`src/rtl/dms_pkg.sv`:
```
// Package: shared operation codes for the decimal mantissa shifter.
// Assumes a 2-bit op field; the code values are part of the port contract.
package dms_pkg;
    typedef enum logic [1:0] {
        OP_RIGHT1 = 2'd0,
        OP_LEFT1  = 2'd1,
        OP_RIGHTN = 2'd2,
        OP_NORM   = 2'd3
    } dms_op_e;
endpackage

```
`src/rtl/dms_digit_shift.sv`:
```
// Module: one-digit shifter of a packed digit vector, either direction.
// Purely combinational. Assumes DIGITS >= 2. The fill digit enters at the
// vacated end and the digit leaving the other end appears on spill.
module dms_digit_shift #(
    parameter int DIGITS = 12,
    parameter int DW     = 4,
    localparam int MW    = DIGITS * DW
) (
    input  logic [MW-1:0] val,
    input  logic [DW-1:0] fill,
    input  logic          dir_left,
    output logic [MW-1:0] res,
    output logic [DW-1:0] spill
);
    // Per-digit source selection; the end digits take the fill.
    for (genvar g = 0; g < DIGITS; g++) begin : g_dig
        logic [DW-1:0] from_lo;
        logic [DW-1:0] from_hi;
        if (g == 0) begin : g_lo_end
            assign from_lo = fill;
        end else begin : g_lo_mid
            assign from_lo = val[(g-1)*DW +: DW];
        end
        if (g == DIGITS - 1) begin : g_hi_end
            assign from_hi = fill;
        end else begin : g_hi_mid
            assign from_hi = val[(g+1)*DW +: DW];
        end
        assign res[g*DW +: DW] = dir_left ? from_lo : from_hi;
    end

    // The digit leaving the vector.
    assign spill = dir_left ? val[MW-1 -: DW] : val[DW-1:0];
endmodule

```
`src/rtl/dms_lead_detect.sv`:
```
// Module: flags a zero leading digit of the packed mantissa.
// Combinational; assumes the leading digit occupies the top DW bits.
module dms_lead_detect #(
    parameter int DIGITS = 12,
    parameter int DW     = 4,
    localparam int MW    = DIGITS * DW
) (
    input  logic [MW-1:0] val,
    output logic          top_zero
);
    // Leading-digit zero test.
    assign top_zero = (val[MW-1 -: DW] == '0);
endmodule

```
`src/rtl/dms_ctrl.sv`:
```
// Module: command sequencer for the mantissa shifter.
// Accepts a command when idle, then issues one digit shift per busy cycle
// until the operation's end condition. Holds the fill digit, the remaining
// count for the counted shift and the normalize shift count. Assumes the
// datapath applies do_shift in the same cycle. Reset is synchronous, active low.
module dms_ctrl
    import dms_pkg::*;
#(
    parameter int DIGITS = 12,
    parameter int DW     = 4,
    parameter int CNTW   = 4,
    localparam int RW    = $clog2(DIGITS + 1)
) (
    input  logic          clk,
    input  logic          rst_n,
    input  logic          accept,
    input  dms_op_e       op,
    input  logic [DW-1:0] digit_in,
    input  logic [CNTW-1:0] count_in,
    input  logic          top_zero,
    output logic          busy,
    output logic          done,
    output logic          do_shift,
    output logic          dir_left,
    output logic [DW-1:0] fill,
    output logic          finish,
    output logic          zero_hit,
    output logic          spill_en,
    output logic [RW-1:0] norm_cnt
);
    dms_op_e         op_q;
    logic [DW-1:0]   fill_q;
    logic [CNTW-1:0] rem_q;
    logic            last_rem;
    logic            norm_stop;

    assign last_rem  = (rem_q == '0) || (rem_q == CNTW'(1));
    assign norm_stop = !top_zero || (norm_cnt == RW'(DIGITS));

    // Per-cycle decision: whether to shift, in which direction, and whether to stop.
    always_comb begin
        do_shift = 1'b0;
        finish   = 1'b0;
        dir_left = 1'b0;
        fill     = fill_q;
        zero_hit = 1'b0;
        spill_en = 1'b0;
        if (busy) begin
            unique case (op_q)
                OP_RIGHT1: begin
                    do_shift = 1'b1;
                    finish   = 1'b1;
                    spill_en = 1'b1;
                end
                OP_LEFT1: begin
                    do_shift = 1'b1;
                    finish   = 1'b1;
                    dir_left = 1'b1;
                    spill_en = 1'b1;
                end
                OP_RIGHTN: begin
                    do_shift = (rem_q != '0);
                    spill_en = (rem_q != '0);
                    finish   = last_rem;
                end
                OP_NORM: begin
                    dir_left = 1'b1;
                    fill     = '0;
                    do_shift = !norm_stop;
                    finish   = norm_stop;
                    zero_hit = norm_stop && (norm_cnt == RW'(DIGITS));
                end
                default: ;
            endcase
        end
    end

    // Busy and done sequencing.
    always_ff @(posedge clk) begin
        if (!rst_n) begin
            busy <= 1'b0;
            done <= 1'b0;
        end else begin
            done <= finish;
            if (accept)      busy <= 1'b1;
            else if (finish) busy <= 1'b0;
        end
    end

    // Command capture and per-shift updates of fill and remaining count.
    always_ff @(posedge clk) begin
        if (!rst_n) begin
            op_q   <= OP_RIGHT1;
            fill_q <= '0;
            rem_q  <= '0;
        end else if (accept) begin
            op_q   <= op;
            fill_q <= digit_in;
            rem_q  <= count_in;
        end else if (do_shift && op_q == OP_RIGHTN) begin
            fill_q <= '0;
            rem_q  <= rem_q - CNTW'(1);
        end
    end

    // Normalize shift counter, cleared when a normalize is accepted.
    always_ff @(posedge clk) begin
        if (!rst_n) begin
            norm_cnt <= '0;
        end else if (accept && op == OP_NORM) begin
            norm_cnt <= '0;
        end else if (do_shift && op_q == OP_NORM) begin
            norm_cnt <= norm_cnt + RW'(1);
        end
    end
endmodule

```
`src/rtl/dms_shift_norm.sv`:
```
// Module: top of the decimal mantissa shifter and normalizer.
// Holds the packed BCD mantissa, the spilled digit and the decimal-carry
// flag; the sequencer in dms_ctrl steps one digit per busy cycle. Assumes
// the caller waits for done before reading results. Reset is synchronous,
// active low.
module dms_shift_norm
    import dms_pkg::*;
#(
    parameter int DIGITS = 12,
    parameter int DW     = 4,
    parameter int CNTW   = 4,
    localparam int MW    = DIGITS * DW,
    localparam int RW    = $clog2(DIGITS + 1)
) (
    input  logic            clk,
    input  logic            rst_n,
    input  logic            start,
    input  logic [1:0]      op,
    input  logic            load,
    input  logic [MW-1:0]   load_val,
    input  logic [DW-1:0]   digit_in,
    input  logic [CNTW-1:0] count_in,
    output logic [MW-1:0]   mant,
    output logic [DW-1:0]   digit_out,
    output logic [RW-1:0]   shift_cnt,
    output logic            busy,
    output logic            done,
    output logic            dcarry
);
    logic            accept;
    logic            do_shift;
    logic            dir_left;
    logic [DW-1:0]   fill;
    logic            finish;
    logic            zero_hit;
    logic            spill_en;
    logic            top_zero;
    logic [MW-1:0]   shifted;
    logic [DW-1:0]   spill;
    dms_op_e         op_in;

    assign op_in  = dms_op_e'(op);
    assign accept = start && !busy && !load;

    dms_ctrl #(.DIGITS(DIGITS), .DW(DW), .CNTW(CNTW)) u_ctrl (
        .clk      (clk),
        .rst_n    (rst_n),
        .accept   (accept),
        .op       (op_in),
        .digit_in (digit_in),
        .count_in (count_in),
        .top_zero (top_zero),
        .busy     (busy),
        .done     (done),
        .do_shift (do_shift),
        .dir_left (dir_left),
        .fill     (fill),
        .finish   (finish),
        .zero_hit (zero_hit),
        .spill_en (spill_en),
        .norm_cnt (shift_cnt)
    );

    dms_digit_shift #(.DIGITS(DIGITS), .DW(DW)) u_shift (
        .val      (mant),
        .fill     (fill),
        .dir_left (dir_left),
        .res      (shifted),
        .spill    (spill)
    );

    dms_lead_detect #(.DIGITS(DIGITS), .DW(DW)) u_lead (
        .val      (mant),
        .top_zero (top_zero)
    );

    // Mantissa register: load when idle, otherwise take each digit shift.
    always_ff @(posedge clk) begin
        if (!rst_n)               mant <= '0;
        else if (!busy && load)   mant <= load_val;
        else if (do_shift)        mant <= shifted;
    end

    // Spilled digit: preset to the fill for a counted shift, then each spill.
    always_ff @(posedge clk) begin
        if (!rst_n)                          digit_out <= '0;
        else if (accept && op_in == OP_RIGHTN) digit_out <= digit_in;
        else if (spill_en)                   digit_out <= spill;
    end

    // Decimal-carry flag: cleared on accept, set only by an all-zero normalize.
    always_ff @(posedge clk) begin
        if (!rst_n)      dcarry <= 1'b0;
        else if (accept) dcarry <= 1'b0;
        else if (finish) dcarry <= zero_hit;
    end
endmodule

```
`config.mk`:
```
export PLATFORM = sky130hd
export DESIGN_NAME = dms_shift_norm
export DESIGN_NICKNAME = d
export VERILOG_FILES = /design/src/rtl/dms_pkg.sv /design/src/rtl/dms_digit_shift.sv /design/src/rtl/dms_lead_detect.sv /design/src/rtl/dms_ctrl.sv /design/src/rtl/dms_shift_norm.sv
export SDC_FILE = /design/constraint.sdc
export NUM_CORES = 1
export LEC_CHECK = 0
export BUFFER_PORTS_ARGS = -buffer_cell sky130_fd_sc_hd__buf_4
export CORE_MARGIN = 2
export CORE_UTILIZATION = 35
export DETAILED_ROUTE_END_ITERATION = 12
export GPL_TIMING_DRIVEN = 0
export PLACE_DENSITY_LB_ADDON = 0.05
export SYNTH_ARGS = -nofsm -noshare
export SYNTH_HDL_FRONTEND = slang
export SYNTH_HIERARCHICAL = 1
export SYNTH_SLANG_ARGS = --single-unit
```
`constraint.sdc`:
```
create_clock -name clk -period 4 [get_ports clk]
set_input_delay 0.4 -clock clk [delete_from_list [all_inputs] [get_ports clk]]
set_output_delay 0.4 -clock clk [all_outputs]
set_load 0.02 [all_outputs]
```
==> reports/metrics.yaml <==
clock_network:
  cts.repair_timing.setup_buffer_count: 0
  cts_num_sinks: 69
  numCtsBuffers: 9
  cts.hold.buffers_added: 0
  tritoncts: "yes"
  clkLatencyLatePin_ns: 0.34
  clockBufferDepth: 2
  post_cts_resize_count: 0
  worst_setup_hold_path_clk_slew_ns: 0.05
  clock_tree.root_cell: "clkbuf_16"
  cts-htree-levels: 3
synthesis:
  avgSynthCellArea_sq_um: 10.4
  synthesis.nets: 470
  synth-seq-area-share: 0.328
  async_set_or_reset_register_ratio_after_synthesis: 0
  ys_seq_elements: 69
  ys_top_cells_by_area: "dfxtp_1 33%, mux2_4 18%, mux2i_1 13%"
  synth_largest_area_cell: "dfxtp_1"
  synth_flop_cell: "dfxtp_1"
  synth_cells: 404
  synth_enable_flop_cells: 0
  synth_largest_type_area_fraction: 0.328
  netlist-cell-type-count: 40
  synth_warnings: 6
  synth.cell_area_sq_um: 4220
sta:
  report.final.hold_viol_count: 0
  finalSetupTns_ns: 0
  grt_setup_unrepaired: "false"
  fmax_ghz: 0.432
  tightest_slew_ns: 0.549
  setup_viol_count_final: 0
  finalCritPeriodShare: 0.579
  slew_viol_final: 0
  worst_clock_skew_ns: 0.00746
  timing.final.ws_setup_ns: 1.68
  maxSlewHeadroom: 0.634
  finalWorstPathRequiredPeriod_ns: 2.32
final_layout:
  nFillCells: 1176
  final_layout_size_suffix_gt1_frac: 0.393
  final_net_count: 601
  mostFrequentLayoutCells: "124 x buf_4, 69 x dfxtp_1, 58 x nand2_1, 54 x mux2i_1, 52 x o211a_1"
  insertedDiodeCount: 0
  mostFrequentLayoutCell: "buf_4"
  ff_latch_area_sq_um: 1380
  multi_input_gate_area_in_the_final_layout_sq_um: 2560
  area.growth.synth_to_final_pct: 33.9
  finish.cell_count_without_fillers: 687
detailed_routing:
  drt_pass1_iterations: 4
  drtAntennaViolNets: 0
  vias: 3480
  detail_route.iter0.violations: 185
  vias_per_cell: 5.07
  routed-wl-met3_um: 599
  remaining_drc_errors: 0
  route.final.wire_length_mm: 12.1
  top_layer_used: "met4"
  met2WireLength_mm: 5.35
  detail_route.wirelength.met1_mm: 6.00
  routedWlPerCell_um: 17.6
critical_path:
  cp.required_ns: 4.22
  cpPeakStageDelay_ns: 0.45
  crit_path_max_fanout: 10
  path_buf_inv: 3
  cp_data_arrival_time_ns: 2.54
  critical_path_cell_list: "nor4_2, and3_1, o21a_1, buf_2, buf_4, buf_4, mux2i_1, nand2_1, o211a_1"
  max_stage_delay_cell_worst_path: "nor4_2"
  crit_top_cell: "buf_4"
  startpoint_type: "register"
  worst_path_dominant_cell_family: "simple AND/OR/NAND/NOR gates"
  type_of_the_worst_setup_path: "reg -> reg"
  crit_path_end_kind: "register"
placement:
  buffer_ports.inserted: 120
  place.detailed.instances: 671
  place_worst_setup_slack_ns: 1.65
  dp.final_hpwl_mm: 9.19
  finalWeightedCongestion: 0.831
status:
  outcome: "complete, no violations"
power:
  leakage_nw: 2.82
  p_per_area_nw_per_um2: 380
  vdd_ir_drop_max_mv: 0.196
grt:
  grt_antenna_before_repair: 0
  vias_in_the_first_global_route: 3428
  overflow: 0
  grt_pass1_wl_mm: 18.8
  groute.usage.overall: 0.189
  maximum_number_of_pins_on_one_net_before_global_route_repair: 12
die:
  placement_rows: 40
  floorplan.core_area_sq_um: 11900
  dieWidth_um: 114
  die_h_um: 114
  floorplan.die_area_sq_um: 12900
  ioPinCount: 121
  initial_core_util: 0.355
min_path:
  hold_class: "in -> reg"
flow_run:
  maxCapViolCount: 0
-- routing by layer --
metal,vias up,GRT usage
li1,1726,-
met1,1652,0.272
met2,91,0.285
met3,11,0.0420
met4,0,0.0537
met5,-,0
-- flip-flops by register name (all words and copies together) (netlist names) --
name             flops
mant                48
u_ctrl/norm_cnt      4
u_ctrl/fill_q        4
u_ctrl/busy          1
u_ctrl/done          1
u_ctrl/rem_q         4
dcarry               1
u_ctrl/op_q          2
digit_out            4
-- power by group --
group	internal, W	switching [W]
sequential	0.000737	0.0000650
clock	0.000613	0.000305
combinational	0.000228	0.000198
-- worst reg2reg max path: cells and delay by family, from the launching register on --
family                 cells  cell delay (ns)
flip-flops                 1             0.37
AND/OR/NAND/NOR            3             0.79
AO/OA/AOI/OAI              2             0.26
buffers and inverters      3             0.58
multiplexers               1             0.21
-- cells in the mapped netlist, types with 5 or more instances --
cell / n
and2_1: 7
nand3_1: 10
clkbuf_1: 18
buf_12: 5
inv_1: 5
mux2_4: 50
buf_2: 8
dfxtp_1: 69
o211a_1: 52
nor2_1: 6
nand2_1: 58
mux2i_1: 54
o21ai_0: 7
-- stage by stage --
step / hold WS, ns / util / power (W) / instance area, sq um
after global placement: 0.478 / 0.447 / 0.00124 / 5300
after floorplan: 0.466 / - / 0.00106 / 4220
after CTS: 0.295 / 0.476 / 0.00216 / 5650
after detailed placement: 0.483 / 0.447 / 0.00125 / 5300
after global routing: 0.297 / 0.476 / 0.00223 / 5650
final: 0.300 / 0.476 / 0.00215 / 5650
-- path summary, 6_finish.rpt --
check	from	to	slack [ns]	cells after the start
max	mant[45]$_SDFFE_PN0P_	mant[33]$_SDFFE_PN0P_	1.68	9
min	load_val[40]	mant[40]$_SDFFE_PN0P_	0.30	2
max reg2reg	mant[45]$_SDFFE_PN0P_	mant[33]$_SDFFE_PN0P_	1.68	9
min reg2reg	u_ctrl/fill_q[0]$_SDFFE_PN0P_	u_ctrl/fill_q[0]$_SDFFE_PN0P_	0.49	2
-- kinds of logic after synthesis --
group           Yosys count  synth area share
mux                     107             0.314
simple gates            104             0.119
compound gates           73             0.152
flops                    69             0.328
buf+inv                  42            0.0644
xor+xnor                  5            0.0104
fa+ha+maj                 4            0.0119
-- cell type report --
cell class | count | share of cell area
plain buffers | 36 | 0.0441
clock buffers | 13 | 0.0496
clock inverters | 3 | 0.0115
inverters | 6 | 0.00399
multi-input cells | 293 | 0.454
flip-flops and latches | 69 | 0.245
well taps | 147 | 0.0326
repair buffers | 120 | 0.160
Power figures use the tool's default switching activity.
